[src/rtl/sp_pkg.sv]
package sp_pkg;

    // Offsets of the three registers within the instance's window.
    localparam logic [7:0] OFS_BASE = 8'h00;
    localparam logic [7:0] OFS_LEN  = 8'h04;
    localparam logic [7:0] OFS_CTL  = 8'h08;

    // Control register as seen by the datapath.
    typedef struct packed {
        logic run;
        logic ptr;
    } ctl_s;

    // Direction of one instance.
    typedef enum logic {
        DIR_TX = 1'b0,
        DIR_RX = 1'b1
    } dir_e;

    function automatic logic [7:0] win_base(input bit is_rx);
        return is_rx ? 8'h30 : 8'h20;
    endfunction

    function automatic int run_pos(input bit is_rx);
        return is_rx ? 3 : 1;
    endfunction

    function automatic int ptr_pos(input bit is_rx);
        return run_pos(is_rx) - 1;
    endfunction

endpackage

[src/rtl/sp_regs.sv]
module sp_regs
    import sp_pkg::*;
#(
    parameter bit IS_RX = 1'b0,
    parameter int AW    = 32
) (
    input  logic          clk,
    input  logic          rst,
    input  logic          reg_we,
    input  logic [7:0]    reg_addr,
    input  logic [AW-1:0] reg_wdata,
    input  logic          ptr,
    output logic [AW-1:0] reg_rdata,
    output logic [AW-1:0] base_addr,
    output logic [AW-1:0] page_len,
    output logic          run,
    output logic          start_req
);
    localparam logic [7:0] A_BASE = win_base(IS_RX) + OFS_BASE;
    localparam logic [7:0] A_LEN  = win_base(IS_RX) + OFS_LEN;
    localparam logic [7:0] A_CTL  = win_base(IS_RX) + OFS_CTL;
    localparam int RUN_B = run_pos(IS_RX);
    localparam int PTR_B = ptr_pos(IS_RX);

    logic [AW-1:0] base_q, len_q;
    logic          run_q;
    logic          wr_base, wr_len, wr_ctl;
    logic [AW-1:0] ctl_view;
    logic          unused_wlow;

    assign unused_wlow = ^reg_wdata[1:0];

    assign wr_base = reg_we && (reg_addr == A_BASE);
    assign wr_len  = reg_we && (reg_addr == A_LEN);
    assign wr_ctl  = reg_we && (reg_addr == A_CTL);

    always_ff @(posedge clk) begin
        if (rst) begin
            base_q <= '0;
            len_q  <= '0;
            run_q  <= 1'b0;
        end else begin
            if (wr_base) base_q <= {reg_wdata[AW-1:2], 2'b00};
            if (wr_len)  len_q  <= {reg_wdata[AW-1:2], 2'b00};
            if (wr_ctl)  run_q  <= reg_wdata[RUN_B];
        end
    end

    // A rising run write restarts the page sequence.
    assign start_req = wr_ctl && reg_wdata[RUN_B] && !run_q;

    always_comb begin
        ctl_view        = '0;
        ctl_view[RUN_B] = run_q;
        ctl_view[PTR_B] = ptr;
    end

    always_comb begin
        unique case (reg_addr)
            A_BASE:  reg_rdata = base_q;
            A_LEN:   reg_rdata = len_q;
            A_CTL:   reg_rdata = ctl_view;
            default: reg_rdata = '0;
        endcase
    end

    assign base_addr = base_q;
    assign page_len  = len_q;
    assign run       = run_q;

endmodule

[src/rtl/sp_addr_gen.sv]
module sp_addr_gen #(
    parameter int AW    = 32,
    parameter int STEP  = 4
) (
    input  logic          clk,
    input  logic          rst,
    input  logic          start_req,
    input  logic          fire,
    input  logic [AW-1:0] base_addr,
    input  logic [AW-1:0] page_len,
    output logic [AW-1:0] cur_addr,
    output logic          ptr,
    output logic          page_evt
);
    localparam logic [AW:0] STEP_W = (AW+1)'(STEP);

    logic [AW-1:0] ofs_q;
    logic          ptr_q;
    logic          evt_q;
    logic          page_end;

    assign page_end = ({1'b0, ofs_q} + STEP_W) >= {1'b0, page_len};

    always_ff @(posedge clk) begin
        if (rst) begin
            ofs_q <= '0;
            ptr_q <= 1'b0;
            evt_q <= 1'b0;
        end else begin
            evt_q <= 1'b0;
            if (start_req) begin
                ofs_q <= '0;
                ptr_q <= 1'b0;
            end else if (fire) begin
                if (page_end) begin
                    ofs_q <= '0;
                    ptr_q <= !ptr_q;
                    evt_q <= 1'b1;
                end else begin
                    ofs_q <= ofs_q + AW'(STEP);
                end
            end
        end
    end

    assign cur_addr = base_addr + (ptr_q ? page_len : '0) + ofs_q;
    assign ptr      = ptr_q;
    assign page_evt = evt_q;

endmodule

[src/rtl/sp_swap.sv]
module sp_swap #(
    parameter int DW = 32
) (
    input  logic          en,
    input  logic [DW-1:0] d,
    output logic [DW-1:0] q
);
    localparam int LANES = DW / 8;

    logic [DW-1:0] rev;

    for (genvar i = 0; i < LANES; i++) begin : g_lane
        assign rev[i*8 +: 8] = d[(LANES-1-i)*8 +: 8];
    end

    assign q = en ? rev : d;

endmodule

[src/rtl/sp_lane.sv]
module sp_lane #(
    parameter bit IS_RX = 1'b0,
    parameter int DW    = 32
) (
    input  logic          run,
    input  logic          swap_en,
    input  logic          strm_valid_i,
    input  logic [DW-1:0] strm_data_i,
    output logic          strm_ready_o,
    output logic          strm_valid_o,
    output logic [DW-1:0] strm_data_o,
    input  logic          strm_ready_i,
    output logic          mem_req,
    output logic          mem_we,
    output logic [DW-1:0] mem_wdata,
    input  logic          mem_gnt,
    input  logic [DW-1:0] mem_rdata,
    output logic          fire
);
    logic [DW-1:0] sw_in, sw_out;

    sp_swap #(.DW(DW)) u_swap (
        .en (swap_en),
        .d  (sw_in),
        .q  (sw_out)
    );

    if (IS_RX) begin : g_rx
        logic unused_tx_side;
        assign unused_tx_side = ^{strm_ready_i, mem_rdata};
        assign sw_in        = strm_data_i;
        assign mem_req      = run && strm_valid_i;
        assign mem_we       = 1'b1;
        assign mem_wdata    = sw_out;
        assign strm_ready_o = mem_req && mem_gnt;
        assign strm_valid_o = 1'b0;
        assign strm_data_o  = '0;
    end else begin : g_tx
        logic unused_rx_side;
        assign unused_rx_side = ^{strm_valid_i, strm_data_i};
        assign sw_in        = mem_rdata;
        assign mem_req      = run && strm_ready_i;
        assign mem_we       = 1'b0;
        assign mem_wdata    = '0;
        assign strm_valid_o = mem_req && mem_gnt;
        assign strm_data_o  = sw_out;
        assign strm_ready_o = 1'b0;
    end

    assign fire = mem_req && mem_gnt;

endmodule

[src/rtl/sync_page_engine.sv]
module sync_page_engine
    import sp_pkg::*;
#(
    parameter bit IS_RX = 1'b0,
    parameter int AW    = 32,
    parameter int DW    = 32
) (
    input  logic          clk,
    input  logic          rst,
    input  logic          reg_we,
    input  logic [7:0]    reg_addr,
    input  logic [AW-1:0] reg_wdata,
    output logic [AW-1:0] reg_rdata,
    input  logic          big_endian,
    input  logic          strm_valid_i,
    input  logic [DW-1:0] strm_data_i,
    output logic          strm_ready_o,
    output logic          strm_valid_o,
    output logic [DW-1:0] strm_data_o,
    input  logic          strm_ready_i,
    output logic          mem_req,
    output logic          mem_we,
    output logic [AW-1:0] mem_addr,
    output logic [DW-1:0] mem_wdata,
    input  logic          mem_gnt,
    input  logic [DW-1:0] mem_rdata,
    output logic          page_evt
);
    localparam int STEP = DW / 8;

    ctl_s          ctl;
    logic          start_req_w;
    logic          fire_w;
    logic [AW-1:0] base_w, len_w;

    sp_regs #(.IS_RX(IS_RX), .AW(AW)) u_regs (
        .clk       (clk),
        .rst       (rst),
        .reg_we    (reg_we),
        .reg_addr  (reg_addr),
        .reg_wdata (reg_wdata),
        .ptr       (ctl.ptr),
        .reg_rdata (reg_rdata),
        .base_addr (base_w),
        .page_len  (len_w),
        .run       (ctl.run),
        .start_req (start_req_w)
    );

    sp_addr_gen #(.AW(AW), .STEP(STEP)) u_agen (
        .clk       (clk),
        .rst       (rst),
        .start_req (start_req_w),
        .fire      (fire_w),
        .base_addr (base_w),
        .page_len  (len_w),
        .cur_addr  (mem_addr),
        .ptr       (ctl.ptr),
        .page_evt  (page_evt)
    );

    sp_lane #(.IS_RX(IS_RX), .DW(DW)) u_lane (
        .run          (ctl.run),
        .swap_en      (big_endian),
        .strm_valid_i (strm_valid_i),
        .strm_data_i  (strm_data_i),
        .strm_ready_o (strm_ready_o),
        .strm_valid_o (strm_valid_o),
        .strm_data_o  (strm_data_o),
        .strm_ready_i (strm_ready_i),
        .mem_req      (mem_req),
        .mem_we       (mem_we),
        .mem_wdata    (mem_wdata),
        .mem_gnt      (mem_gnt),
        .mem_rdata    (mem_rdata),
        .fire         (fire_w)
    );

endmodule

[config.mk]
export PLATFORM = sky130hd
export DESIGN_NAME = sync_page_engine
export DESIGN_NICKNAME = d
export VERILOG_FILES = /design/src/rtl/sp_pkg.sv /design/src/rtl/sp_regs.sv /design/src/rtl/sp_addr_gen.sv /design/src/rtl/sp_swap.sv /design/src/rtl/sp_lane.sv /design/src/rtl/sync_page_engine.sv
export SDC_FILE = /design/constraint.sdc
export NUM_CORES = 1
export LEC_CHECK = 0
export BUFFER_PORTS_ARGS = -buffer_cell sky130_fd_sc_hd__buf_2
export CAP_MARGIN = 25
export CORE_ASPECT_RATIO = 0.75
export CORE_MARGIN = 4
export CORE_UTILIZATION = 53
export DETAILED_ROUTE_END_ITERATION = 8
export PLACE_DENSITY = 0.88
export SLEW_MARGIN = 20
export SYNTH_ARGS = -nofsm -noshare
export SYNTH_HDL_FRONTEND = slang
export SYNTH_SLANG_ARGS = --single-unit
[constraint.sdc]
create_clock -name clk -period 4.4 [get_ports clk]
set_input_delay 0.44 -clock clk [delete_from_list [all_inputs] [get_ports clk]]
set_output_delay 0.44 -clock clk [all_outputs]
set_load 0.05 [all_outputs]
After elaboration in Yosys (flattened, before gate mapping)
Cells that the tools add are included.
{"block": "word_totals", "inputBits": 111, "ff_bits": 95, "word_cells": 32, "output_inout_bits": 133}
{"block": "classes", "n_bitwise": 1, "reduce_logical": 12, "magnitude_cmp": 1, "muxes": 5, "n_eq_ne": 3, "add_sub_neg": 4}
{"cell": "2-to-1 mux 32 bit", "count": 3}
{"cell": "case mux 32 bit (3 select lines)", "count": 1}
{"cell": "adder 32 bit", "count": 2}
{"cell": "adder 32 x 3 -> 33 bit, second input constant", "count": 1}
{"cell": "greater-or-equal comparator 33 x 32 -> 1 bit", "count": 1}
{"cell": "adder 32 x 3 -> 32 bit, second input constant", "count": 1}
{"cell": "== test 8 x 6 -> 1 bit, second input constant", "count": 3}
{"cell": "logical AND 1 bit", "count": 7}
{"cell": "OR reduction 3 bit", "count": 1}
{"cell": "logical NOT 1 bit", "count": 2}
{"cell": "AND reduction 2 bit", "count": 1}
{"cell": "OR reduction 2 bit", "count": 1}
{"cell": "2-to-1 mux 1 bit", "count": 1}
{"cell": "inverter 1 bit", "count": 1}

Longest topological paths before layout
{"block": "depth", "word_depth": 5, "mapped_depth": 18, "depth_no_buf": 16}

Cells and area by module
Synthesis repeated with hierarchy kept, for this count alone.
{"block": "unflattened", "cells_unflattened": 1016, "hier_area_um2": 8727.1}
{"mod": "sp_addr_gen", "cells_per_inst": 630, "instances": 1, "area_per_inst_um2": 5043.6, "seq_area_each_um2": 640.6}
{"mod": "sp_regs", "cells_per_inst": 312, "instances": 1, "area_per_inst_um2": 2860.2, "seq_area_each_um2": 1221.2}
{"mod": "sp_swap", "cells_per_inst": 36, "instances": 1, "area_per_inst_um2": 544.3, "seq_area_each_um2": 0.0}
{"mod": "sp_lane", "cells_per_inst": 38, "instances": 1, "area_per_inst_um2": 279.0, "seq_area_each_um2": 0.0}

Worst setup path before layout
No wires, ideal clock.
{"block": "synth_path", "kind": "reg-to-output", "start": "reg u_agen.ptr_q, in the netlist u_agen.ptr", "end": "out mem_addr[31]", "t_required_ns": 3.960, "setup_slack_ns": 0.266, "arrival_ns": 3.694, "n_path_buf": 2, "path_stages_with_launch": 15, "cell_sequence": "dfxtp_1 inv_1 clkbuf_1 clkbuf_1 nor2_1 fa_1 ha_1 and3_1 and2_1 a31oi_1 nand3_1 a311o_1 a221o_1 a21oi_1 xnor2_1"}
{"block": "synth_via", "elab_chain_cells": 3}
{"item": "start: declaration", "line_no": "sp_addr_gen.sv:18", "rtl": "logic ptr_q;"}
{"item": "start signal: assignment", "line_no": "sp_addr_gen.sv:37", "rtl": "ptr_q <= !ptr_q;"}
{"item": "2-to-1 mux 32 bit", "line_no": "sp_addr_gen.sv:46", "rtl": "assign cur_addr = base_addr + (ptr_q ? page_len : '0) + ofs_q;"}
{"item": "adder 32 bit (2 in a row)", "line_no": "sp_addr_gen.sv:46"}
{"item": "end: declaration", "line_no": "sync_page_engine.sv:23", "rtl": "output logic [AW-1:0] mem_addr,"}
Every way passes these cells.

Worst setup path in the final report
{"block": "layout_path", "start": "reg u_agen.ptr_q, in the netlist u_agen.ptr", "end": "out mem_addr[28]"}
Same word-level chain as after synthesis.

==> results.txt <==
----------------------------------------------------
[Clocking]
  CTS root buf ... clkbuf_16
  Clock transition at the register clock pins on the worst setup and hold paths after CTS ... 0.07 ns
  Hold Buf Count CTS ... 0
  Number of clock buffers inserted by TritonCTS ... 9
  Number of sinks handled by clock tree synthesis ... 93
  Largest buffer count on any clock path ... 2
  TritonCTS clock tree ... yes
  Insertion delay of the later-clocked pin in the worst-skew pair ... 0.35 ns
  H-Tree Depth ... 3

[Final layout]
  Multi-input gate area in the final layout ... 6000 µm²
  Growth of design area from synthesis to finish ... 18.1%
  Final net count ... 1369
  Finished Core Util ... 0.637
  Fraction of layout cells with a size suffix above 1 ... 0.258
  Count of filler cells inserted in the layout ... 1303
  Non-filler instance count after layout ... 1380
  Area of all sequential standard cells ... 1860 µm²

[Floorplan]
  Placement Rows ... 39
  DIE WIDTH ... 152 µm
  DIE HEIGHT ... 116 µm
  Die area ... 17500 µm²
  Core area ... 15200 µm²
  Initial Util ... 0.540
  Number of primary I/O pins ... 244

[Critical path]
  Cell type group with the largest total delay on the critical path ... compound AO/OA/AOI/OAI gates
  Worst Path Max Fanout ... 12
  Cell-by-cell listing of the critical path ... inv_2 > buf_6 > nor2_1 > fa_1 > ha_2 > a211oi_2 > o21ai_1 > a32o_2 > a21oi_2 > o22ai_2 > o21a_1 > o41ai_2 > xnor2_1 > buf_4
  Buffering stage count on the worst path with inverters included ... 3
  Critical setup path kind ... reg2out
  Worst reg2reg setup slack ... 0.38 ns
  Highest cell delay on the worst timing path ... 0.43 ns
  Data arrival time of the worst path ... 3.86 ns
  Slowest CP cell ... fa_1
  CP Launch Type ... flip-flop
  Type of element capturing the critical path ... primary output
  Data required time at the worst endpoint ... 3.96 ns

[Yosys]
  Count of mapped cells out of synthesis ... 1017
  Adder-cell share of the synthesized area ... 0.163
  Proportion of register bits with asynchronous set or reset after synthesis ... 0
  Number of enable flip-flop cells after synthesis ... 0
  Largest family of logic cells by synthesized area ... simple AND/OR/NAND/NOR gates
  Synthesized-area fraction occupied by ao, oa, aoi and oai cells ... 0.188
  Combined area of all synthesized cells ... 8190 µm²
  Share of cell area taken by muxes after synthesis ... 0.0807
  Count of warnings emitted by yosys ... 0
  Top FF cell, synth ... dfxtp_1
  Synth Register Bits ... 93
  Distinct cells, synth ... 67
  Xor and xnor area share after synthesis ... 0.0608
  Mean Syn Cell Area ... 8.05 µm²
  Basic-gate share of the synthesized area counting and, or, nand and nor cells ... 0.196
  Sequential fraction of the synthesis area ... 0.227

[Place]
  Routability-driven placement congestion ratio ... 0.884
  Final HPWL from detailed placement ... 17900 µm
  Port Buffers ... 173
  Cell count after placement ... 1357

[STA]
  Top achievable clock speed ... 0.232 GHz
  Worst rel slew slack ... 0.390
  Final max-slew violation count ... 0
  Clock tree skew after final layout ... 0.00866 ns
  Unrepaired setup endpoints after global routing ... true
  Time the final worst path needs with I/O delays and setup ... 4.30 ns
  Number of endpoints with negative hold slack in the final report ... 0
  Final count of negative-setup-slack endpoints ... 0
  Actual slew at the worst max-slew pin ... 0.912 ns
  Post-route fraction of the period consumed by the critical path ... 0.978

[Routing]
  Routed wire length ... 24200 µm
  Number of vias per cell after detailed routing ... 5.75
  Via total after detailed routing ... 7937
  Iteration-0 DRC count of the detailed router ... 672
  Antenna viol nets, final ... 0
  Detailed-route wire length per cell ... 17.5 µm
  Remaining routing DRC violations ... 0
  First-pass iteration count of the detailed router ... 6

[Global routing]
  Wire length of the first global-routing pass ... 37800 µm
  Pin count of the biggest net entering global routing ... 63
  GRT Overall Usage ... 0.268
  Vias in the first global route ... 7567
  Grt ovf ... 0
  Initial antenna violation count ... 1

[Job]
  Maximum capacitance violations ... 0

[Power and ir drop]
  Maximum ir drop on the vdd rail ... 0.166 mV
  Leak ... 4.39 nW
  Pwr/cell area ... 199 nW/µm²

[Run status]
  Run status ... finished, final reports clean

[Min path]
  Worst min path class ... in2reg

----------------------------------------------------
[cells in the mapped netlist, types with 3 or more instances]
library cell | instances | area share
fa_1 | 30 | 0.073
nand2b_1 | 5 | 0.0038
o211ai_1 | 4 | 0.0037
dfxtp_1 | 93 | 0.23
nand2_1 | 144 | 0.066
a32o_1 | 29 | 0.035
and3_1 | 14 | 0.011
mux2_2 | 32 | 0.044
buf_2 | 8 | 0.0049
a211oi_1 | 4 | 0.0037
a21oi_1 | 95 | 0.058
or2_2 | 5 | 0.0038
a31oi_1 | 18 | 0.014
or3_1 | 3 | 0.0023
o21ai_0 | 20 | 0.012
nand3_1 | 30 | 0.018
o41ai_1 | 9 | 0.0096
and2_1 | 5 | 0.0038
buf_4 | 38 | 0.035
nand4_1 | 8 | 0.0061
nor2_1 | 85 | 0.039
xor2_1 | 10 | 0.011
o21bai_1 | 4 | 0.0037
mux2i_1 | 30 | 0.037
a21o_1 | 28 | 0.026
buf_1 | 8 | 0.0037
nand3b_1 | 6 | 0.0055
nor3_1 | 24 | 0.015
inv_1 | 44 | 0.020
xnor2_1 | 45 | 0.048
ha_1 | 59 | 0.090
clkbuf_1 | 38 | 0.017
[cells by family after synthesis]
logic type	after synthesis
simple gates	345
compound gates	232
buf+inv	139
flops	93
fa+ha+maj	89
mux	62
xor+xnor	56
other cells	1
[power breakdown]
group          leakage (nW)  switching [mW]  total (mW)  internal, mW
Combinational          3.50           0.225       0.298        0.0734
Clock                 0.143           0.332       0.787         0.455
Sequential            0.749        0.000658       0.843         0.842
[through the flow]
step | hold slack [ns] | setup slack (ns) | total power, mW | TNS [ns] | cell area, µm²
final | 0.329 | 0.0987 | 1.93 | 0 | 9670
after global placement | 0.456 | 0.115 | 1.15 | 0 | 9110
after floorplan | 0.449 | 0.266 | 1.11 | 0 | 8320
after CTS | 0.327 | 0.00531 | 1.94 | 0 | 9560
after detailed placement | 0.461 | 0.0977 | 1.16 | 0 | 9110
after global routing | 0.337 | -0.104 | 1.98 | -0.206 | 9670
[final timing paths]
check                     startpoint                   to  depth (start not counted)
setup / recovery          u_agen.ptr         mem_addr[28]                         14
hold / removal         reg_wdata[24]  u_regs.page_len[24]                          3
setup reg to reg     u_agen.ofs_q[6]     u_agen.ofs_q[28]                         15
hold reg to reg   u_regs.page_len[7]   u_regs.page_len[7]                          2
[worst register-to-register path: cells and delay by family (launching register included)]
family,cells,cell delay (ns)
DFF,1,0.52
AOI/OAI and AO/OA,7,1.20
xor gates and xnor gates,1,0.16
and+or+nand+nor,5,1.63
adders and majority gates,1,0.19
buffers and inverters,1,0.27
[state kept, by name (all words and copies together), names as in the netlist]
signal	count
u_regs.page_len	30
u_agen.ofs_q	30
u_agen.ptr	1
u_regs.run	1
u_agen.page_evt	1
u_regs.base_addr	30
[layout by cell type, fill, tap and decap left out, types with 10 or more instances in the layout]
master | netlist | routed
a21o_1 | 28 | 28
a21oi_1 | 95 | 91
a31oi_1 | 18 | 17
a32o_1 | 29 | 28
and3_1 | 14 | 14
buf_2 | 8 | 169
buf_4 | 38 | 29
conb_1 | 1 | 36
dfxtp_1 | 93 | 92
fa_1 | 30 | 29
ha_1 | 59 | 48
inv_1 | 44 | 43
mux2_2 | 32 | 32
mux2i_1 | 30 | 30
nand2_1 | 144 | 144
nand3_1 | 30 | 27
nor2_1 | 85 | 82
nor3_1 | 24 | 24
o21ai_0 | 20 | 15
xnor2_1 | 45 | 45
xor2_1 | 10 | 10
[per-layer routing]
metal  track usage  vias up  share of wire
li1              -     3810              -
met1         0.372     3711           0.43
met2         0.436      379           0.45
met3        0.0422       37           0.10
met4        0.0766        0          0.017
met5             0        -              0
[area by class of cell]
cell class,count,area share
Clock inverter,4,0.00492
Timing Repair Buffer,201,0.113
Tap cell,205,0.0265
Sequential cell,93,0.193
Antenna cell,1,0.000259
Multi-Input combinational cell,820,0.620
Clock buffer,12,0.0255
Inverter,44,0.0171
[repair_timing]
action	4_1_cts	5_1_grt
hold endpoints to repair	0	0
pin swaps	7	6
setup endpoints to repair	5	19
buffers inserted	2	3
gates resized for setup	24	20
Power figures use the tool's default switching activity.
